$ cat src/rtl/lj_rx_pkg.sv
package lj_rx_pkg;

    typedef enum logic [1:0] {
        ST_IDLE  = 2'd0,
        ST_HUNT  = 2'd1,
        ST_LEFT  = 2'd2,
        ST_RIGHT = 2'd3
    } rx_state_t;

endpackage

$ cat src/rtl/lj_rx_sync.sv
module lj_rx_sync #(
    parameter int N = 3
) (
    input  logic         clk,
    input  logic         rst,
    input  logic [N-1:0] d,
    output logic [N-1:0] q
);
    for (genvar i = 0; i < N; i++) begin : g_bit
        logic meta, stable;
        always_ff @(posedge clk) begin
            if (rst) begin
                meta   <= 1'b0;
                stable <= 1'b0;
            end else begin
                meta   <= d[i];
                stable <= meta;
            end
        end
        assign q[i] = stable;
    end
endmodule

$ cat src/rtl/lj_rx_edge.sv
module lj_rx_edge (
    input  logic clk,
    input  logic rst,
    input  logic bclk_s,
    output logic bit_fall
);
    logic bclk_d;

    always_ff @(posedge clk) begin
        if (rst) bclk_d <= 1'b0;
        else     bclk_d <= bclk_s;
    end

    // A falling edge of the bit clock is the sample point for data launched on its rising edge.
    assign bit_fall = bclk_d & ~bclk_s;
endmodule

$ cat src/rtl/lj_rx_fsm.sv
module lj_rx_fsm
    import lj_rx_pkg::*;
#(
    parameter int SAMPLE_W = 16
) (
    input  logic                clk,
    input  logic                rst,
    input  logic                bit_fall,
    input  logic                smp_fs,
    input  logic                smp_sd,
    output logic                pair_valid,
    output logic [SAMPLE_W-1:0] left_out,
    output logic [SAMPLE_W-1:0] right_out,
    output logic                slot_short
);
    localparam int CNT_W = $clog2(SAMPLE_W + 1);
    localparam logic [CNT_W-1:0] FULL = CNT_W'(SAMPLE_W);
    localparam logic [CNT_W-1:0] LAST = CNT_W'(SAMPLE_W - 1);

    rx_state_t state, state_nx;
    logic                fs_last;
    logic [CNT_W-1:0]    bit_cnt;
    logic [SAMPLE_W-1:0] shreg;
    logic [SAMPLE_W-1:0] left_hold;
    logic                left_ok;
    logic                slot_edge;
    logic                in_slot;
    logic [SAMPLE_W-1:0] shifted;

    assign slot_edge = bit_fall && (smp_fs != fs_last);
    assign in_slot   = (state == ST_LEFT) || (state == ST_RIGHT);
    assign shifted   = {shreg[SAMPLE_W-2:0], smp_sd};

    always_comb begin
        state_nx = state;
        unique case (state)
            ST_IDLE:  if (bit_fall) state_nx = ST_HUNT;
            ST_HUNT:  if (slot_edge && smp_fs) state_nx = ST_LEFT;
            ST_LEFT:  if (slot_edge) state_nx = ST_RIGHT;
            ST_RIGHT: if (slot_edge) state_nx = ST_LEFT;
            default:  state_nx = ST_IDLE;
        endcase
    end

    always_ff @(posedge clk) begin
        if (rst) state <= ST_IDLE;
        else     state <= state_nx;
    end

    always_ff @(posedge clk) begin
        if (rst) begin
            fs_last    <= 1'b0;
            bit_cnt    <= '0;
            shreg      <= '0;
            left_hold  <= '0;
            left_ok    <= 1'b0;
            pair_valid <= 1'b0;
            slot_short <= 1'b0;
            left_out   <= '0;
            right_out  <= '0;
        end else begin
            pair_valid <= 1'b0;
            slot_short <= 1'b0;
            if (bit_fall) fs_last <= smp_fs;
            if (slot_edge && (state_nx == ST_LEFT || state_nx == ST_RIGHT)) begin
                // Left-justified: the bit at the frame-sync change is the MSB.
                shreg   <= {{(SAMPLE_W-1){1'b0}}, smp_sd};
                bit_cnt <= CNT_W'(1);
                if (in_slot && bit_cnt < FULL) slot_short <= 1'b1;
                if (state_nx == ST_LEFT) left_ok <= 1'b0;
            end else if (bit_fall && in_slot && bit_cnt < FULL) begin
                shreg   <= shifted;
                bit_cnt <= bit_cnt + CNT_W'(1);
                if (bit_cnt == LAST) begin
                    if (state == ST_LEFT) begin
                        left_hold <= shifted;
                        left_ok   <= 1'b1;
                    end else if (left_ok) begin
                        left_out   <= left_hold;
                        right_out  <= shifted;
                        pair_valid <= 1'b1;
                    end
                end
            end
        end
    end
endmodule

$ cat src/rtl/lj_stereo_rx.sv
module lj_stereo_rx #(
    parameter int SAMPLE_W = 16
) (
    input  logic                clk,
    input  logic                rst,
    input  logic                bclk_in,
    input  logic                fsync_in,
    input  logic                sdata_in,
    output logic                pair_valid,
    output logic [SAMPLE_W-1:0] left_out,
    output logic [SAMPLE_W-1:0] right_out,
    output logic                slot_short
);
    localparam int N_SYNC = 3;

    logic [N_SYNC-1:0] raw_in;
    logic [N_SYNC-1:0] synced;
    logic              bit_fall;

    assign raw_in = {bclk_in, fsync_in, sdata_in};

    lj_rx_sync #(.N(N_SYNC)) u_sync (
        .clk (clk),
        .rst (rst),
        .d   (raw_in),
        .q   (synced)
    );

    lj_rx_edge u_edge (
        .clk      (clk),
        .rst      (rst),
        .bclk_s   (synced[2]),
        .bit_fall (bit_fall)
    );

    lj_rx_fsm #(.SAMPLE_W(SAMPLE_W)) u_fsm (
        .clk        (clk),
        .rst        (rst),
        .bit_fall   (bit_fall),
        .smp_fs     (synced[1]),
        .smp_sd     (synced[0]),
        .pair_valid (pair_valid),
        .left_out   (left_out),
        .right_out  (right_out),
        .slot_short (slot_short)
    );
endmodule

$ cat config.mk
export PLATFORM = sky130hd
export DESIGN_NAME = lj_stereo_rx
export DESIGN_NICKNAME = d
export VERILOG_FILES = /design/src/rtl/lj_rx_pkg.sv /design/src/rtl/lj_rx_sync.sv /design/src/rtl/lj_rx_edge.sv /design/src/rtl/lj_rx_fsm.sv /design/src/rtl/lj_stereo_rx.sv
export SDC_FILE = /design/constraint.sdc
export NUM_CORES = 1
export LEC_CHECK = 0
export CORE_MARGIN = 1
export CORE_UTILIZATION = 53
export DETAILED_ROUTE_END_ITERATION = 10
export DONT_BUFFER_PORTS = 1
export PLACE_DENSITY = 0.68
export SYNTH_ARGS = -nofsm -noshare
export SYNTH_HDL_FRONTEND = slang
export SYNTH_SLANG_ARGS = --single-unit
$ cat constraint.sdc
create_clock -name clk -period 1.9 [get_ports clk]
set_input_delay 0.38 -clock clk [delete_from_list [all_inputs] [get_ports clk]]
set_output_delay 0.38 -clock clk [all_outputs]
set_load 0.05 [all_outputs]
# After elaboration in Yosys (flattened, before gate mapping)
# Index checks and enable logic that the tools add are counted.
word_totals:
  wordCells: 69
  in_bits: 5
  ff_bits: 81
op_classes:
  bitwise: 6
  add_sub_neg: 1
  muxes: 16
  n_reduce_logical: 18
  n_eq_ne: 8
  n_lt_le_gt_ge: 1
ops:
  columns: ["cell", "count"]
  rows:
  - ["two-way mux 1 bit", 11]
  - ["equality test 2 bit, second input constant", 4]
  - ["two-way mux 2 bit", 4]
  - ["case mux 2 bit (4 select lines)", 1]
  - ["AND reduction 4 bit", 2]
  - ["logical AND 1 bit", 6]
  - ["nonzero test 2 bit", 3]
  - ["adder 5 x 1 -> 5 bit, second input constant", 1]
  - ["equality test 5 x 4 -> 1 bit, second input constant", 1]
  - ["< comparator 5 bit, second input constant", 1]
  - ["inverter 1 bit", 5]
  - ["AND reduction 5 bit", 1]
  - ["OR reduction 5 bit", 1]
  - ["OR reduction 2 bit", 2]
  - ["equality test 2 x 1 -> 1 bit, second input constant", 1]
  - ["logical NOT 2 bit", 1]
  - ["logical OR 1 bit", 2]
  - ["inequality test 2 x 1 -> 1 bit, second input constant", 1]
  - ["AND 1 bit", 1]
  - ["inequality test 1 bit", 1]

# Depth between registers and ports, before layout
depth:
  depth_word: 11
  depth_mapped: 8

# Cells and area by module
# A second synthesis with hierarchy kept.
unflattened:
  cells_unflattened: 356
  area_unflattened_um2: 3226.8
modules_own_cells:
  columns: ["module", "seq_area_each_um2", "area_each_um2", "cells_each", "instances"]
  rows:
  - ["lj_rx_fsm", 1481.4, 3011.6, 338, 1]
  - ["lj_rx_sync", 120.1, 180.2, 15, 1]
  - ["lj_rx_edge", 20.0, 35.0, 3, 1]

# Worst setup path after synthesis
# No wires, ideal clock.
synth_path:
  path_kind: "register to register"
  start: "register u_fsm.bit_cnt[0]"
  end: "register u_fsm.left_out[0]"
  t_arrival_ps: 1623
  setup_ps: 70
  stages_incl_launch_ff: 9
  setup_slack_ps: 206
  n_path_buf: 1
  cell_sequence: "dfxtp_1 > ha_1 > and3_1 > ha_1 > and3_1 > o2111ai_2 > buf_2 > nand2_1 > a21oi_1"
synth_via:
  elab_chain_len: 3
  word_cells_on_any_way: 4
synth_rtl:
  columns: ["item", "line", "source"]
  rows:
  - ["from (decl)", "lj_rx_fsm.sv:22", "logic [CNT_W-1:0] bit_cnt;"]
  - ["from (signal assigned)", "lj_rx_fsm.sv:73", "bit_cnt <= bit_cnt + CNT_W'(1);"]
  - ["< comparator 5 bit", "lj_rx_fsm.sv:71", "end else if (bit_fall && in_slot && bit_cnt < FULL) begin"]
  - ["logical AND 1 bit", "lj_rx_fsm.sv:71", null]
  - ["AND reduction 5 bit (no line) *", null, null]
  - ["to (signal assigned)", "lj_rx_fsm.sv:79", "left_out <= left_hold;"]
  - ["to (decl)", "lj_rx_fsm.sv:12", "output logic [SAMPLE_W-1:0] left_out,"]
# Every way passes the cells marked *; elsewhere a longest branch is shown, timed or not.
# A chain may end at the register's enable or synchronous reset.

# Worst setup path in the final report
layout_path:
  start: "register u_fsm.bit_cnt[1]"
  end: "register u_fsm.right_out[7]"
layout_via:
  elab_chain_len: 3
  word_cells_on_any_way: 4
layout_rtl:
  columns: ["item", "line", "source"]
  rows:
  - ["< comparator 5 bit", "lj_rx_fsm.sv:71", null]
  - ["logical AND 1 bit", "lj_rx_fsm.sv:71", null]
  - ["AND reduction 5 bit (no line) *", null, null]
  - ["to (signal assigned)", "lj_rx_fsm.sv:80", "right_out <= shifted;"]
  - ["to (decl)", "lj_rx_fsm.sv:13", "output logic [SAMPLE_W-1:0] right_out,"]
# Marked as above.

==> reports/metrics.cfg <==
[power_and_ir_drop]
leakage_nw=1.07
p_per_area_nw_per_um2=964
ir_drop_mv=0.484
p_total_mw=3.15

[drt]
via_per_inst=5.27
drc=0
routedWlPerCell_um=13.6
drtPass1Iterations=4
first_iter_violations=117
ant_nets=0
vias=2256
routed_wl_um=5810

[timing]
drv_slew=0
setup_viol=0
report.final.hold_viol_count=0
period_share=0.940
rsz0062_at_grt=no
period_needed_ps=1790
fin_tns_setup_ps=0
tightest_slew_ps=537
clock-skew-final_ps=9.88
fmax_ghz=0.560
slew_headroom=0.642

[critical_path]
reg2reg_slack_ps=110
cp.arrival_ps=2080
cp.required_ps=2190
timing.rr.end=u_fsm.right_out[7]
crit_chain=ha_1 > and3_1 > ha_4 > and3_4 > o2111a_2 > buf_6 > nand2_1 > a21oi_2
cp-end-kind=flop
crit_path_max_fanout=12
cp_slowest_stage_delay_ps=360
startpoint_type=flop
worstSetupPathType=reg2reg
r2r_start=u_fsm.bit_cnt[1]
crit_slowest_cell=dfxtp_1
ff2ff_path_depth=8

[floorplan]
die_w_um=76.5
die-area_um2=5850
fp.dieH_um=76.5
initial_utilization=0.562
core-area_um2=5240
rows=26
ios=39

[clocking]
postCtsSetupRepairBufs=0
cts.sinks=81
clock_path_buffers=2
ctsHoldBuffers=0
cts_buffers=9
cts_root_buf=clkbuf_8
clkTransAtPathRegs_ps=80
htree_levels=3
cts_tree=built
clkLatencyLatePin_ps=350

[yosys]
synth_common_cells=nand2_1, dfxtp_1, a21oi_1, nor2_1
avgSynthCellArea_um2=8.36
netlist_area_um2=2940
post-synth-top-count-cell=nand2_1
yosys.area.top_type_share=0.551
syn-num-nets=359
yosysSeqAreaShare=0.551
ys_top_cells_by_area=dfxtp_1, nand2_1, a21oi_1, nor2_1, nor2b_1
synth-edff-count=0
ys.warnings.count=0
ys_types=32
post-synth-top-area-cell=dfxtp_1
ys_ff_latch=81
ys.flop_type=dfxtp_1
synthCells=352
async_reset_ff_frac=0

[global_route]
grt_pass1_vias=2051
overflow=0
grt_use_total=0.211
antenna_found_initial=0
grt_max_degree=64
grt_pass1_wl_um=9550

[finish]
synthToLayoutAreaGrowth_pct=11.1
diodes=0
nNetsFinal=360
drive_gt1_frac=0.106
fillers=507

[run]
maxCapViolations=0

[place]
portBuffers=0
hpwl_um=3660
gp_congestion=0.819

[hold_path]
whs_path_depth=1
hold_path.class=in2reg
whs_endpoint=u_fsm.left_out[4]
hold_start=rst

[outcome]
outcome=complete, no violations

==> logic make-up after synthesis <==
family	Yosys count	synth area share
simple gates	167	0.245
flops	81	0.551
compound gates	73	0.134
buf+inv	24	0.0442
xor+xnor	4	0.0145
fa+ha+maj	2	0.00851
mux	1	0.00340
==> through the flow <==
stage               hold WS (ps)  instances  area, um^2  utilization  worst slack, ps
floorplan                    414        352        2940            -              206
global placement             421        412        3010        0.575             94.7
detailed placement           426        412        3010        0.575             7.21
CTS                         76.7        428        3250        0.620             9.00
global route                85.2        428        3270        0.624             22.5
finish                      91.2        428        3270        0.624              115
==> critical path: cells and delay by family (launching register included) <==
kind	cells	cell delay, ps
and+or+nand+nor	3	490
adders and majority gates	2	330
AOI/OAI and AO/OA	2	390
buffers and inverters	1	160
DFF	1	360
==> metal layers <==
layer,track usage,vias to the layer above,share of wire,routed length (um)
li1,-,1148,-,-
met1,0.259,1050,0.46,2640
met2,0.332,46,0.48,2790
met3,0.0503,12,0.041,238
met4,0.133,0,0.023,132
met5,0,-,0,0
==> flip-flops by register name, summed over array words and instances (netlist names) <==
signal and flops:
u_fsm.left_hold 16, u_fsm.fs_last 1, u_fsm.shreg 15, u_fsm.state 2, u_fsm.slot_short 1, u_edge.bclk_d 1, u_sync.g_bit.meta 3, u_fsm.left_out 16
u_fsm.bit_cnt 5, u_fsm.pair_valid 1, u_sync.g_bit.stable 3, u_fsm.left_ok 1, u_fsm.right_out 16
==> report_power, final <==
part | switching [mW] | internal (mW)
logic | 0.0158 | 0.0150
clock network | 0.604 | 0.807
registers | 0.00648 | 1.70
total | 0.627 | 2.53
==> placed cells by master, fill, tap and decap left out, drive strengths merged, types with 3 or more instances in the layout <==
| cell | count |
|---|---|
| nor2b | 8 |
| nand2 | 131 |
| a21oi | 65 |
| clkbuf | 11 |
| buf | 12 |
| nor2 | 14 |
| dfxtp | 81 |
| nand3b | 3 |
==> area by class of cell <==
class | count | area (um^2) | share of cell area
Clock buffer | 11 | 151 | 0.0463
Clock inverter | 5 | 77.6 | 0.0237
Inverter | 2 | 7.51 | 0.00230
Multi-Input combinational cell | 247 | 1210 | 0.372
Sequential cell | 81 | 1620 | 0.497
Tap cell | 70 | 87.6 | 0.0268
Timing Repair Buffer | 12 | 106 | 0.0325
==> worst max path at each step <==
| stage | startpoint | slack (ps) | end |
|---|---|---|---|
| final | u_fsm.bit_cnt[1] | 110 | u_fsm.right_out[7] |
| after global routing | u_fsm.bit_cnt[0] | 20 | u_fsm.left_out[14] |
| after CTS | u_fsm.bit_cnt[0] | 9 | u_fsm.right_out[7] |
| after detailed placement | u_fsm.bit_cnt[0] | 7 | u_fsm.left_out[13] |
| after global placement | u_fsm.bit_cnt[0] | 90 | u_fsm.right_out[4] |
| after floorplan | u_fsm.bit_cnt[0] | 210 | u_fsm.left_out[0] |
==> what timing repair did <==
item                       4_1_cts  5_1_grt
pin swaps                        0        1
resized for setup                2        5
setup endpoints to repair        2       32
Power figures use the tool's default switching activity.
